**config.mk**
```make
export PLATFORM = sky130hd
export DESIGN_NAME = coef_pair_packer
export DESIGN_NICKNAME = d
export VERILOG_FILES = /design/src/rtl/coef_pair_packer_pkg.sv /design/src/rtl/coef_pair_packer_ctrl.sv /design/src/rtl/coef_pair_packer_dp.sv /design/src/rtl/coef_pair_packer.sv
export SDC_FILE = /design/constraint.sdc
export NUM_CORES = 1
export LEC_CHECK = 0
export BUFFER_PORTS_ARGS = -buffer_cell sky130_fd_sc_hd__buf_2
export CORE_MARGIN = 3
export CORE_UTILIZATION = 61
export CTS_BUF_LIST = sky130_fd_sc_hd__clkbuf_2 sky130_fd_sc_hd__clkbuf_4 sky130_fd_sc_hd__clkbuf_8
export CTS_CLUSTER_DIAMETER = 50
export DETAILED_ROUTE_END_ITERATION = 7
export GPL_ROUTABILITY_DRIVEN = 0
export PLACE_DENSITY_LB_ADDON = 0.25
export SLEW_MARGIN = 20
export SYNTH_ARGS = -nofsm -noshare
export SYNTH_HDL_FRONTEND = slang
export SYNTH_SLANG_ARGS = --single-unit
```
**constraint.sdc**
```tcl
create_clock -name clk -period 3.9 [get_ports clk]
set_clock_uncertainty 0.1 [all_clocks]
set_input_delay 0.78 -clock clk [delete_from_list [all_inputs] [get_ports clk]]
set_output_delay 0.78 -clock clk [all_outputs]
set_load 0.02 [all_outputs]
```
**src/rtl/coef_pair_packer_pkg.sv**
```systemverilog
package coef_pair_packer_pkg;

  typedef enum logic [2:0] {
    ST_IDLE   = 3'd0,
    ST_PRIME0 = 3'd1,
    ST_PRIME1 = 3'd2,
    ST_OB0    = 3'd3,
    ST_OB1    = 3'd4,
    ST_OB2    = 3'd5
  } packState_e;

  typedef enum logic [1:0] {
    BYTE_LO  = 2'd0,
    BYTE_MID = 2'd1,
    BYTE_HI  = 2'd2
  } byteSel_e;

  // Strobes from control to datapath
  typedef struct packed {
    logic     latchPoly;
    logic     issueRd;
    logic     rdOdd;
    logic     loadByte;
    byteSel_e byteSel;
  } packStrobe_t;

endpackage

```
**src/rtl/coef_pair_packer_ctrl.sv**
```systemverilog
module coef_pair_packer_ctrl
  import coef_pair_packer_pkg::*;
#(
  parameter int PAIR_W = 7
) (
  input  logic              clk,
  input  logic              rstN,
  input  logic              start,
  input  logic              outReady,
  output packStrobe_t       strobe,
  output logic [PAIR_W-1:0] rdPair,
  output logic              outValid,
  output logic              outLast,
  output logic              done
);

  localparam logic [PAIR_W-1:0] LAST_PAIR = {PAIR_W{1'b1}};

  packState_e        state, stateNext;
  logic [PAIR_W-1:0] pairIdx;
  logic              issued;
  logic              fire;
  logic              lastPair;

  assign lastPair = (pairIdx == LAST_PAIR);
  assign outValid = (state == ST_OB0) || (state == ST_OB1) || (state == ST_OB2);
  assign outLast  = (state == ST_OB2) && lastPair;
  assign fire     = outValid && outReady;

  always_comb begin
    stateNext = state;
    strobe    = '0;
    rdPair    = pairIdx + PAIR_W'(1);
    unique case (state)
      ST_IDLE: begin
        if (start) begin
          strobe.latchPoly = 1'b1;
          stateNext        = ST_PRIME0;
        end
      end
      ST_PRIME0: begin
        rdPair         = pairIdx;
        strobe.issueRd = 1'b1;
        stateNext      = ST_PRIME1;
      end
      ST_PRIME1: begin
        rdPair          = pairIdx;
        strobe.issueRd  = 1'b1;
        strobe.rdOdd    = 1'b1;
        strobe.loadByte = 1'b1;
        strobe.byteSel  = BYTE_LO;
        stateNext       = ST_OB0;
      end
      ST_OB0: begin
        if (fire) begin
          strobe.loadByte = 1'b1;
          strobe.byteSel  = BYTE_MID;
          stateNext       = ST_OB1;
        end
      end
      ST_OB1: begin
        // fetch c0 of the next pair while byte 1 is on the output
        if (!issued && !lastPair) strobe.issueRd = 1'b1;
        if (fire) begin
          strobe.loadByte = 1'b1;
          strobe.byteSel  = BYTE_HI;
          stateNext       = ST_OB2;
        end
      end
      ST_OB2: begin
        // fetch c1 of the next pair while byte 2 is on the output
        if (!issued && !lastPair) begin
          strobe.issueRd = 1'b1;
          strobe.rdOdd   = 1'b1;
        end
        if (fire) begin
          if (lastPair) begin
            stateNext = ST_IDLE;
          end else begin
            strobe.loadByte = 1'b1;
            strobe.byteSel  = BYTE_LO;
            stateNext       = ST_OB0;
          end
        end
      end
      default: stateNext = ST_IDLE;
    endcase
  end

  always_ff @(posedge clk) begin
    if (!rstN) begin
      state   <= ST_IDLE;
      pairIdx <= '0;
      issued  <= 1'b0;
      done    <= 1'b0;
    end else begin
      state <= stateNext;
      done  <= (state == ST_OB2) && fire && lastPair;
      if (stateNext != state) issued <= 1'b0;
      else if (strobe.issueRd) issued <= 1'b1;
      if (strobe.latchPoly) pairIdx <= '0;
      else if ((state == ST_OB2) && fire && !lastPair) pairIdx <= pairIdx + PAIR_W'(1);
    end
  end

  // no read is issued while idle
  p_idle_quiet_r11: assert property (@(posedge clk) disable iff (!rstN)
    (state == ST_IDLE) |-> !strobe.issueRd);

  // a start pulse during a run leaves the pair counter alone
  p_start_ignored_r9: assert property (@(posedge clk) disable iff (!rstN)
    (start && outValid && !fire) |=> $stable(pairIdx));

endmodule

```
**src/rtl/coef_pair_packer_dp.sv**
```systemverilog
module coef_pair_packer_dp
  import coef_pair_packer_pkg::*;
#(
  parameter int POLY_W  = 5,
  parameter int REL_W   = 4,
  parameter int COEF_W  = 12,
  parameter int N_COEFF = 256
) (
  input  logic                         clk,
  input  logic                         rstN,
  input  packStrobe_t                  strobe,
  input  logic [$clog2(N_COEFF)-2:0]   rdPair,
  input  logic [POLY_W-1:0]            polyIdx,
  input  logic [POLY_W-1:0]            kPolys,
  output logic                         ramRen,
  output logic                         ramSel,
  output logic [REL_W+$clog2(N_COEFF)-1:0] ramAddr,
  input  logic [COEF_W-1:0]            ramRdata,
  output logic [7:0]                   outData
);

  localparam int IDX_W = $clog2(N_COEFF);

  logic              regionSel;
  logic [REL_W-1:0]  relIdx;
  logic              capPending;
  logic              capOdd;
  logic [COEF_W-1:0] c0Reg, c1Reg;
  logic [COEF_W-1:0] c0Now, c1Now;
  logic              isSecret;
  logic [POLY_W-1:0] relFull;

  // region decode at start
  assign isSecret = (polyIdx >= kPolys);
  assign relFull  = isSecret ? (polyIdx - kPolys) : polyIdx;

  assign ramRen  = strobe.issueRd;
  assign ramSel  = regionSel;
  assign ramAddr = {relIdx, rdPair, strobe.rdOdd};

  // read data landing this cycle bypasses the holding register
  assign c0Now = (capPending && !capOdd) ? ramRdata : c0Reg;
  assign c1Now = (capPending &&  capOdd) ? ramRdata : c1Reg;

  always_ff @(posedge clk) begin
    if (!rstN) begin
      regionSel  <= 1'b0;
      relIdx     <= '0;
      capPending <= 1'b0;
      capOdd     <= 1'b0;
      c0Reg      <= '0;
      c1Reg      <= '0;
      outData    <= '0;
    end else begin
      if (strobe.latchPoly) begin
        regionSel <= isSecret;
        relIdx    <= relFull[REL_W-1:0];
      end
      capPending <= strobe.issueRd;
      capOdd     <= strobe.rdOdd;
      if (capPending && !capOdd) c0Reg <= ramRdata;
      if (capPending &&  capOdd) c1Reg <= ramRdata;
      if (strobe.loadByte) begin
        unique case (strobe.byteSel)
          BYTE_LO:  outData <= c0Now[7:0];
          BYTE_MID: outData <= {c1Now[3:0], c0Now[11:8]};
          BYTE_HI:  outData <= c1Now[11:4];
          default:  outData <= c0Now[7:0];
        endcase
      end
    end
  end

  // the two reads of a pair alternate even then odd index
  p_pair_order_r1: assert property (@(posedge clk) disable iff (!rstN)
    (capPending && !capOdd && ramRen) |-> ramAddr[0]);

  // region stays fixed while reads are in flight
  p_region_stable_r5: assert property (@(posedge clk) disable iff (!rstN)
    (capPending && ramRen) |-> $stable(ramSel) && $stable(relIdx));

  // the index width must hold the counter plus parity bit
  initial begin
    a_idx_width: assert (IDX_W >= 2);
  end

endmodule

```
**src/rtl/coef_pair_packer.sv**
```systemverilog
module coef_pair_packer
  import coef_pair_packer_pkg::*;
#(
  parameter int POLY_W  = 5,
  parameter int REL_W   = 4,
  parameter int N_COEFF = 256
) (
  input  logic                              clk,
  input  logic                              rstN,
  input  logic                              start,
  input  logic [POLY_W-1:0]                 polyIdx,
  input  logic [POLY_W-1:0]                 kPolys,
  output logic                              ramRen,
  output logic                              ramSel,
  output logic [REL_W+$clog2(N_COEFF)-1:0]  ramAddr,
  input  logic [11:0]                       ramRdata,
  output logic [7:0]                        outData,
  output logic                              outValid,
  input  logic                              outReady,
  output logic                              outLast,
  output logic                              done
);

  localparam int PAIR_W = $clog2(N_COEFF) - 1;

  packStrobe_t       strobe;
  logic [PAIR_W-1:0] rdPair;

  coef_pair_packer_ctrl #(.PAIR_W(PAIR_W)) u_ctrl (
    .clk      (clk),
    .rstN     (rstN),
    .start    (start),
    .outReady (outReady),
    .strobe   (strobe),
    .rdPair   (rdPair),
    .outValid (outValid),
    .outLast  (outLast),
    .done     (done)
  );

  coef_pair_packer_dp #(
    .POLY_W (POLY_W),
    .REL_W  (REL_W),
    .COEF_W (12),
    .N_COEFF(N_COEFF)
  ) u_dp (
    .clk      (clk),
    .rstN     (rstN),
    .strobe   (strobe),
    .rdPair   (rdPair),
    .polyIdx  (polyIdx),
    .kPolys   (kPolys),
    .ramRen   (ramRen),
    .ramSel   (ramSel),
    .ramAddr  (ramAddr),
    .ramRdata (ramRdata),
    .outData  (outData)
  );

  p_hold_r7: assert property (@(posedge clk) disable iff (!rstN)
    (outValid && !outReady) |=> (outValid && $stable(outData)));

  p_last_valid_r6: assert property (@(posedge clk) disable iff (!rstN)
    outLast |-> outValid);

  p_done_follows_r8: assert property (@(posedge clk) disable iff (!rstN)
    (outValid && outReady && outLast) |=> (done && !outValid));

  p_done_pulse_r8: assert property (@(posedge clk) disable iff (!rstN)
    done |=> !done);

endmodule

```
Word-level counts from Yosys, hierarchy flattened:

Index checks and enable logic that the tools add are counted.

* bits in registers: 51
* output and inout port bits: 25
* logic and storage cells: 63

* reduce and logical (&&, ||, !) cells: 17
* bitwise logic cells: 1
* add/subtract/negate cells: 2
* equal/unequal tests: 9
* $lt $le $gt $ge: 1
* multiplexer cells: 22

Operator list (count)
* 12-bit 2-to-1 mux: 2
* 3-bit 2-to-1 mux: 8
* 3-bit one-hot mux with 6 select lines: 1
* 8-bit one-hot mux with 2 select lines: 1
* 3-bit one-hot mux with 4 select lines: 1
* 1-bit logical AND: 8
* 7-bit by 1-bit adder with 7-bit output (second input constant): 1
* 7-bit equality test (second input constant): 1
* 7-bit 2-to-1 mux: 1
* 3-bit by 2-bit equality test with 1-bit output (second input constant): 2
* 3-bit equality test (second input constant): 2
* 2-bit OR reduction: 3
* 5-bit >= comparator: 1
* 2-bit 2-to-1 mux: 2
* 4-bit 2-to-1 mux: 1
* 4-bit subtractor: 1
* 3-bit by 1-bit equality test with 1-bit output (second input constant): 1
* 1-bit logical NOT: 3
* 3-bit logical NOT: 1
* 1-bit 2-to-1 mux: 3
* 3-bit != test: 1
* 1-bit one-hot mux with 3 select lines: 1
* 2-bit by 1-bit equality test with 1-bit output (second input constant): 1
* 2-bit equality test (second input constant): 1
* 3 further kinds: 4

Longest topological paths before layout:

Gate-level depths: netlist of run 1.

* word-level depth: 8
* mapped depth: 11

Hierarchy:

Synthesis of run 1 repeated with hierarchy kept, for this count alone.

* cells, all modules: 284
* area total of the unflattened synthesis: 2740.1 µm²

Modules (own cells, without submodules)
* coef_pair_packer_dp: cells an instance 184, area each 1894.3 µm², times used 1
* coef_pair_packer_ctrl: cells an instance 100, area each 845.8 µm², times used 1

Worst setup path before layout of run 1:

Ideal clock, no wire load.

* kind: register to output
* start: register u_ctrl.pairIdx[0]
* end: output ramRen
* required time: 3.020 ns
* slack: 1.435 ns
* cell stages (with the launch flop): 7
* buffers on the path: 1
* arrival time: 1.585 ns
* path through: dfxtp_1 -> ha_1 -> and3_1 -> buf_2 -> nand2_1 -> nand2_1 -> o21ai_0

* word-level cells in the longest chain between the ends: 5

RTL lines
* start: declaration: RTL line coef_pair_packer_ctrl.sv:20 `logic [PAIR_W-1:0] pairIdx;`
* start signal: assignment: RTL line coef_pair_packer_ctrl.sv:102 `else if ((state == ST_OB2) && fire && !lastPair) pairIdx <= pairIdx + PAIR_W'(1);`
* 7-bit equality test *: RTL line coef_pair_packer_ctrl.sv:25 `assign lastPair = (pairIdx == LAST_PAIR);`
* 1-bit logical NOT *: RTL line coef_pair_packer_ctrl.sv:63, coef_pair_packer_ctrl.sv:72
* 1-bit logical AND *: RTL line coef_pair_packer_ctrl.sv:63, coef_pair_packer_ctrl.sv:72
* 2-bit 2-to-1 mux or 1-bit 2-to-1 mux (tied branches): RTL line coef_pair_packer_ctrl.sv:72, coef_pair_packer_ctrl.sv:63
* 1-bit one-hot mux with 3 select lines *: RTL line coef_pair_packer_ctrl.sv:34 `unique case (state)`
* end: declaration: RTL line coef_pair_packer.sv:13 `output logic ramRen,`

Every way passes the cells marked *; elsewhere a longest branch is shown, timed or not.

Worst setup path after layout of run 1:

* start: register u_ctrl.pairIdx[0]
* end: output ramAddr[0]

* word-level cells in the longest chain between the ends: 5

RTL lines
* 7-bit equality test: RTL line coef_pair_packer_ctrl.sv:25
* 1-bit logical NOT: RTL line coef_pair_packer_ctrl.sv:72 `if (!issued && !lastPair) begin`
* 1-bit logical AND: RTL line coef_pair_packer_ctrl.sv:72
* 2-bit 2-to-1 mux: RTL line coef_pair_packer_ctrl.sv:72
* 1-bit one-hot mux with 2 select lines: RTL line coef_pair_packer_ctrl.sv:34
* end: declaration: RTL line coef_pair_packer.sv:15 `output logic [REL_W+$clog2(N_COEFF)-1:0] ramAddr,`

No other way between the ends.

==> out/metrics.yaml, run 1 <==
yosys:
  synth.distinct_cells: 49
  async_flop_share_pct: 0
  synth_seq_cells: 51
  post_synth.cell_area_avg_um2: 9.25
  syn_nets: 306
  seq_area_frac_synth_pct: 41.0
  synth_top_area_share_pct: 41.0
  synthCells: 269
  synth_warnings: 0
  synth-main-ff-cell: "dfxtp_1"
  synthMostInstantiatedCell: "dfxtp_1"
  synth_edf_count: 0
  synth_largest_area_cell: "dfxtp_1"
  synth_area_mm2: 0.00249
  ys_top_cells_by_count: "dfxtp_1, nor2_1, mux2i_1"
  synth_area_leaders: "dfxtp_1, mux2i_1, nor2_1"
setup_path:
  critPathTopFamily: "simple AND/OR/NAND/NOR gates"
  critPathBufInv: 2
  path_cells: "ha_1, and3_1, nand2_1, inv_2, o32ai_1, buf_2"
  slowest_stage: "dfxtp_1"
  cp-start-kind: "flip-flop"
  crit_path_max_fanout: 6
  max_stage_delay_ps: 360
  path_class: "reg2out"
  cp.arrival_ps: 2020
  cp.required_ps: 3020
  cp-end-kind: "output pin"
clock_tree:
  cts_root_buf: "clkbuf_8"
  cts.repair.resized: 0
  cts_setup_buffers: 0
  clkSlewWorstSetupHoldPaths_ps: 90
  cts_sinks: 51
  cts_tree: "yes"
  postCtsHoldBufs: 0
  clk_latency_ps: 300
  htreeDepth: 2
  clockBufferDepth: 2
  numCtsBuffers: 5
power_and_ir_drop:
  ir_worst_vdd_uv: 232
  power.total_mw: 1.21
  p_leak_nw: 1.42
  power.density_mw_per_mm2: 426
layout:
  final_area_mm2: 0.00285
  fin_nets: 353
  syn_to_final_growth_pct: 14.6
  multi_input_area_mm2: 0.00135
  n_antenna_cell: 0
  layout-drive-gt1-share_pct: 23.7
  n_fill_cell: 287
  ff_latch_area_mm2: 0.00102
global_routing:
  grt_use_total_pct: 22.7
  antenna_found_initial: 0
  grt_pass1_wl_mm: 9.07
  first_global_vias: 1957
  grt_max_degree: 17
  overflow: 0
timing:
  slew-limit-headroom_pct: 45.7
  fin_crit_sh_pct: 74.3
  clock.fmax_mhz: 345
  setup_violations: 0
  hold_violations: 0
  post-route-min-period_ps: 2900
  drv_slew: 0
  final.setup.tns_ps: 0
  rsz0062_at_grt: "no"
  tightest_slew_ps: 814
route:
  drc: 0
  drt_wl_total_mm: 5.15
  postRouteAntennaNets: 0
  drt_pass1_iterations: 4
  wl_per_cell_um: 14.1
  via_count: 2037
  via_per_inst: 5.58
  drt_iter0_drc: 125
placed_design:
  place_area_mm2: 0.00274
  port_buffers: 50
  dp_hpwl_mm: 3.88
floorplanning:
  die_h_um: 69.9
  ios: 51
  row_count: 22
  core_mm2: 0.00380
  initial_core_util_pct: 65.5
  die_w_um: 69.9
  die_area_mm2: 0.00488
run_status:
  outcome: "finished, final reports clean"
hold_path:
  hp-class: "reg2reg"
job:
  maxCapViolations: 0
==> flip-flops by register name, summed over array words and instances (netlist names), 3 cells and up <==
signal and cells:
u_dp.relIdx 4, u_ctrl.pairIdx 7, u_dp.c1Reg 12, u_dp.c0Reg 12, u_dp.outData 8, u_ctrl.state 3
==> worst register-to-register path: stages, from the launching register on <==
cell and delay (ps):
dfxtp_1 540, inv_1 90, ha_1 310, nand4bb_1 190, or2_2 320, ha_1 320
inv_2 90, nand2_1 250, o22a_1 190, o21ai_0 90, a22o_1 240
==> kinds of logic after synthesis <==
kind of cell | share of synthesized area, %
AND/OR/NAND/NOR | 17.1
AO/OA/AOI/OAI | 15.0
flip-flops | 41.0
multiplexers | 11.8
buffers and inverters | 4.63
XOR/XNOR | 4.58
adder cells (fa/ha/maj) | 5.83
==> worst paths after layout <==
check	from	cells after the start	endpoint	slack, ps
worst max-delay path	u_ctrl.pairIdx[0]	6	ramAddr[0]	1000
worst min-delay path	u_dp.relIdx[3]	2	u_dp.relIdx[3]	390
worst max register to register	u_ctrl.state[1]	10	u_dp.outData[6]	1070
worst min register to register	u_dp.relIdx[3]	2	u_dp.relIdx[3]	390
==> metrics by stage <==
step	setup slack (ps)	utilization (%)	hold WS [ps]	instances
after CTS	998	75.1	387	365
after detailed placement	1100	72.1	365	357
final	1000	75.1	386	365
after floorplan	1440	-	352	269
after global routing	857	75.1	416	365
after global placement	1250	72.1	359	357
==> layout make-up <==
cell class                 count  area share, %
tap                           48           2.11
inverter                      13           1.71
sequential                    51           35.8
clock inverter                 3           1.54
timing repair buffer          51           9.04
multi-input combinational    194           47.4
clock buffer                   5           2.41
==> report_power, final <==
group	switching (mW)	internal (mW)
registers	0.0253	0.556
clock network	0.175	0.191
logic	0.160	0.106
total	0.361	0.854
==> layout by cell type (no fill, tap or decap), types with 2 or more instances in the layout <==
cell      instances
and3_1            6
buf_2            50
mux2i_1          26
dfxtp_1          51
and2_1            2
inv_1            10
xor2_1            6
a22o_1            8
mux2_2            2
inv_2             2
nand2b_1          5
a21oi_1          10
ha_1             10
a31oi_1           3
nor2_1           40
o22a_1            8
nand2_1          20
xnor2_1           7
o21ai_0          14
clkbuf_8          5
nor2b_1           2
==> layer usage <==
metal	track usage, %	wire length (µm)
met4	9.36	114
met1	29.3	2330
met3	5.61	285
met5	0	0
met2	36.0	2430
(Power assumes the default switching activity.)
==> run 2: changes to the inputs <==
--- a/config.mk
+++ b/config.mk
@@ -7,7 +7,7 @@
 export LEC_CHECK = 0
 export BUFFER_PORTS_ARGS = -buffer_cell sky130_fd_sc_hd__buf_2
 export CORE_MARGIN = 3
-export CORE_UTILIZATION = 61
+export CORE_UTILIZATION = 56
 export CTS_BUF_LIST = sky130_fd_sc_hd__clkbuf_2 sky130_fd_sc_hd__clkbuf_4 sky130_fd_sc_hd__clkbuf_8
 export CTS_CLUSTER_DIAMETER = 50
 export DETAILED_ROUTE_END_ITERATION = 7
==> constraint.sdc (replaced) <==
create_clock -name clk -period 2.91 [get_ports clk]
set_clock_uncertainty 0.1 [all_clocks]
set_input_delay 0.582 -clock clk [delete_from_list [all_inputs] [get_ports clk]]
set_output_delay 0.582 -clock clk [all_outputs]
set_load 0.02 [all_outputs]
==> run 2 against run 1 <==
Against the previous run: worst setup slack worse by 740 ps; final cell count grew 1.4%; non-clock buffer count is 3 higher; critical path depth unchanged; global-route usage shrank 1.0 points; utilization decreased by 5.6 points; cell area grew 1.0%; die area grew 8.2%; sequential cell count did not move; sequential power grew 33%; register-to-register slack worse by 740 ps; via count fell by 1.4%; critical path type unchanged.
==> out/metrics.yaml, run 2 (synthesis results as in run 1) <==
placed_design:
  port_buffers: 50
  placedCellCount: 362
  dp_hpwl_mm: 3.91
clock_tree:
  htreeDepth: 2
  cts.repair.resized: 0
  cts_tree: "yes"
  numCtsBuffers: 5
  cts_sinks: 51
  postCtsHoldBufs: 0
  clkSlewWorstSetupHoldPaths_ps: 90
  clockBufferDepth: 2
  cts_setup_buffers: 0
  clk_latency_ps: 310
  cts_root_buf: "clkbuf_8"
power_and_ir_drop:
  p_sw_share_pct: 29.8
  power.density_mw_per_mm2: 570
  switchingPower_mw: 0.489
  p_seq_share_pct: 47.0
  p_int_mw: 1.15
  ir_worst_vdd_uv: 330
  combPwrFrac_pct: 22.5
  p_leak_nw: 1.44
  power.clock.fraction_pct: 30.5
timing:
  final.setup.tns_ps: 0
  tightest_slew_ps: 690
  slew-limit-headroom_pct: 53.9
  hold_violations: 0
  fin_crit_sh_pct: 91.0
  rsz0062_at_grt: "no"
  setup_violations: 0
  clock.fmax_mhz: 377
  drv_slew: 0
  post-route-min-period_ps: 2650
hold_path:
  hp-start: "u_ctrl.issued"
  hp-class: "reg2reg"
  hold_depth: 2
  holdPathEnd: "u_ctrl.issued"
layout:
  final_common_cell: "dfxtp_1"
  largestRegisters: "u_dp.c0Reg x12, u_dp.c1Reg x12, u_dp.outData x8"
  finalNonFillerCells: 370
  layout-drive-gt1-share_pct: 24.4
  syn_to_final_growth_pct: 15.8
  final_util_pct: 69.5
  fin_nets: 356
  n_antenna_cell: 0
  layout_common_cells: "dfxtp_1, buf_2, nor2_1"
  n_fill_cell: 346
route:
  via_per_inst: 5.43
  drc: 0
  drt_pass1_iterations: 4
  drt_iter0_drc: 76
  wl_per_cell_um: 13.8
  via_count: 2009
  postRouteAntennaNets: 0
  drt_wl_total_mm: 5.10
run_status:
  outcome: "finished, final reports clean"
setup_path:
  cp-start-kind: "flip-flop"
  crit_path_max_fanout: 5
  cp-startpoint: "u_ctrl.pairIdx[0]"
  r2r_slack_ps: 330
  reg2regPathDepth: 9
  cp.required_ps: 2230
  path_class: "reg2out"
  cp-end-kind: "output pin"
  r2r_end: "u_dp.outData[6]"
  r2r_start: "u_ctrl.state[2]"
  cp.arrival_ps: 1970
floorplanning:
  core_mm2: 0.00414
  initial_core_util_pct: 60.1
  row_count: 23
  die_w_um: 72.7
  ios: 51
  die_h_um: 72.7
  die_area_mm2: 0.00528
global_routing:
  grt_use_total_pct: 21.6
  antenna_found_initial: 0
  grt_max_degree: 18
  grt_pass1_wl_mm: 8.86
  overflow: 0
  first_global_vias: 1944
job:
  maxCapViolations: 0
[run 2: changes by cell type in the layout (fill, tap and decap cells not counted)]
| cell | before | now |
|---|---|---|
| inv_6 | 0 | 1 |
| buf_4 | 1 | 4 |
| clkinv_2 | 1 | 0 |
[run 2: stage by stage]
stage / instance area [µm²] / power [mW] / setup WS (ps) / hold slack [ps]
after floorplan: 2490 / 1.07 / 487 / 352
after global placement: 2770 / 1.15 / 421 / 362
after detailed placement: 2770 / 1.16 / 346 / 371
after CTS: 2880 / 1.66 / 230 / 391
after global routing: 2880 / 1.73 / 100 / 416
final: 2880 / 1.64 / 261 / 388
[run 2: worst max path at each step]
stage | to | slack (ps) | cells past startpoint
floorplan | u_dp.outData[6] | 490 | 11
global placement | u_dp.outData[6] | 420 | 9
detailed placement | u_dp.outData[6] | 350 | 9
CTS | ramAddr[0] | 230 | 6
global route | u_dp.outData[6] | 100 | 9
finish | ramAddr[0] | 260 | 6
[run 2: critical path, cell delays in order, from the launching register on]
cell and delay, ps:
dfxtp_1 350, ha_1 240, and3_1 210, nand2_1 160, inv_2 50, o32ai_1 410
buf_2 240
[run 2: final cells by class]
type | count | area [µm²] | area share, %
clock buffer | 5 | 68.8 | 2.39
clock inverter | 3 | 47.5 | 1.65
inverter | 13 | 48.8 | 1.69
multi-input combinational | 194 | 1350 | 46.9
sequential | 51 | 1020 | 35.4
tap | 50 | 62.6 | 2.17
timing repair buffer | 54 | 280 | 9.73
[run 2: power by group through the flow]
stage	Sequential, mW	Combinational [mW]	Clock [mW]
floorplan	0.797	0.271	0
global placement	0.786	0.367	0
detailed placement	0.788	0.373	0
CTS	0.772	0.373	0.513
global route	0.778	0.411	0.537
finish	0.772	0.370	0.501
[run 2: metal layers]
| layer | up-vias | share of wire, % | global-route usage [%] |
|---|---|---|---|
| met5 | - | 0 | 0 |
| met4 | 0 | 1.4 | 7.38 |
| met3 | 6 | 5.5 | 5.92 |
| met2 | 50 | 45 | 33.8 |
| met1 | 929 | 49 | 28.9 |
| li1 | 1024 | - | - |
==> run 3: changes to the inputs <==
--- a/config.mk
+++ b/config.mk
@@ -5,9 +5,10 @@
 export SDC_FILE = /design/constraint.sdc
 export NUM_CORES = 1
 export LEC_CHECK = 0
+export ABC_AREA = 1
 export BUFFER_PORTS_ARGS = -buffer_cell sky130_fd_sc_hd__buf_2
 export CORE_MARGIN = 3
-export CORE_UTILIZATION = 56
+export CORE_UTILIZATION = 57
 export CTS_BUF_LIST = sky130_fd_sc_hd__clkbuf_2 sky130_fd_sc_hd__clkbuf_4 sky130_fd_sc_hd__clkbuf_8
 export CTS_CLUSTER_DIAMETER = 50
 export DETAILED_ROUTE_END_ITERATION = 7
==> run 3 against run 2 <==
Against the previous run: register-to-register slack better by 330 ps; critical path depth unchanged; via count up 24%; worst hold slack worse by 26 ps; highest routed layer unchanged.
==> out/metrics.yaml, run 3 <==
run_status:
  outcome: "finished, final reports clean"
clock_tree:
  clk_latency_ps: 300
  cts_tree: "yes"
  postCtsHoldBufs: 0
  htreeDepth: 2
  clockBufferDepth: 2
  numCtsBuffers: 5
  cts_root_buf: "clkbuf_8"
  cts_setup_buffers: 0
  clkSlewWorstSetupHoldPaths_ps: 90
  cts.repair.resized: 0
  cts_sinks: 51
floorplanning:
  die_w_um: 74.5
  die_h_um: 74.5
  ios: 51
  initial_core_util_pct: 60.2
  core_mm2: 0.00444
  die_area_mm2: 0.00555
  row_count: 24
yosys:
  post_synth.cell_area_avg_um2: 6.97
  syn_nets: 421
  synthAdderAreaFrac_pct: 5.43
  synth-compound-area-share_pct: 15.1
  synth_mux_area_share_pct: 1.50
  synth_area_leaders: "dfxtp_1, nand2_1, nor2_1"
  synth.distinct_cells: 36
  synthCells: 384
  synth_edf_count: 0
  synth_seq_cells: 51
  synth-simple-area-share_pct: 26.8
  synth_largest_area_cell: "dfxtp_1"
  synth-xor-area-share_pct: 2.95
  synth-main-ff-cell: "dfxtp_1"
  async_flop_share_pct: 0
  synth_area_mm2: 0.00268
  seq_area_frac_synth_pct: 38.2
  synthMostInstantiatedCell: "nand2_1"
  ys_top_cells_by_count: "nand2_1, nor2_1, inv_1"
  synth_top_family_by_area: "simple AND/OR/NAND/NOR gates"
  synth_warnings: 0
  synth_top_area_share_pct: 38.2
route:
  drt_pass1_iterations: 4
  postRouteAntennaNets: 0
  via_count: 2494
  drc: 0
  via_per_inst: 5.17
  wl_per_cell_um: 11.6
  drt_iter0_drc: 169
  drt_wl_total_mm: 5.61
layout:
  layout_common_cells: "nand2_1, nor2_1, inv_1"
  largestRegisters: "u_dp.c0Reg x12, u_dp.c1Reg x12, u_dp.outData x8"
  fin_nets: 466
  syn_to_final_growth_pct: 13.4
  n_antenna_cell: 0
  final_util_pct: 68.2
  finalNonFillerCells: 482
  layout-drive-gt1-share_pct: 17.4
  final_common_cell: "nand2_1"
timing:
  fin_crit_sh_pct: 86.8
  slew-limit-headroom_pct: 54.3
  rsz0062_at_grt: "no"
  setup_violations: 0
  final.setup.tns_ps: 0
  drv_slew: 0
  tightest_slew_ps: 684
  hold_violations: 0
  post-route-min-period_ps: 2530
  clock.fmax_mhz: 396
setup_path:
  cp-end-kind: "output pin"
  cp.arrival_ps: 1840
  cp-start-kind: "flip-flop"
  cp.required_ps: 2230
  crit_path_max_fanout: 14
  path_class: "reg2out"
placed_design:
  port_buffers: 50
  dp_hpwl_mm: 4.20
  placedCellCount: 474
hold_path:
  hp-class: "reg2reg"
global_routing:
  first_global_vias: 2189
  grt_use_total_pct: 21.2
  overflow: 0
  grt_pass1_wl_mm: 9.35
  antenna_found_initial: 0
  grt_max_degree: 31
power_and_ir_drop:
  ir_worst_vdd_uv: 285
  power.total_mw: 1.55
  power.density_mw_per_mm2: 511
  p_leak_nw: 1.55
job:
  maxCapViolations: 0
[run 3: area by class of cell]
| type | instances | area [µm²] |
|---|---|---|
| sequential | 51 | 1020 |
| timing repair buffer | 51 | 258 |
| inverter | 55 | 206 |
| tap | 52 | 65.1 |
| clock buffer | 6 | 82.6 |
| clock inverter | 2 | 16.3 |
| multi-input combinational | 265 | 1380 |
| fill | 386 | 1410 |
[run 3: worst paths after layout]
kind	to	slack (ps)	start	cells past startpoint
hold / removal	u_dp.relIdx[2]	360	u_dp.relIdx[2]	2
setup / recovery	ramAddr[7]	380	u_ctrl.state[0]	6
hold reg to reg	u_dp.relIdx[2]	360	u_dp.relIdx[2]	2
setup reg to reg	u_dp.outData[2]	660	u_ctrl.state[1]	10
[run 3: worst max-delay path: stages (launching register included)]
cell and delay (ps):
dfxtp_1 480, nor2_1 90, inv_1 100, nand3_1 360, nand2_1 210, xor2_1 140
buf_2 170
[run 3: logic make-up (layout without fill, tap and decap cells)]
family          count (synthesis)  after routing
mux                             4              4
xor+xnor                        9              9
compound gates                 71             71
flops                          51             51
fa+ha+maj                      11             11
simple gates                  170            170
buf+inv                        68            114
[run 3: power breakdown]
part	internal, mW	switching (mW)
clock	0.194	0.233
combinational	0.125	0.227
sequential	0.746	0.0250
total	1.07	0.486
[run 3: through the flow]
step	cell area, µm²	setup WS [ps]	hold slack, ps
5_1_grt	3030	244	396
3_3_place_gp	2930	661	336
4_1_cts	3030	382	363
6_report	3030	385	362
2_1_floorplan	2680	802	337
3_5_place_dp	2930	636	341
[run 3: metal layers]
metal  global-route usage (%)  wire (µm)
met1                     28.5       2570
met5                        0          0
met2                     34.4       2680
met4                     6.92         32
met3                     4.05        318
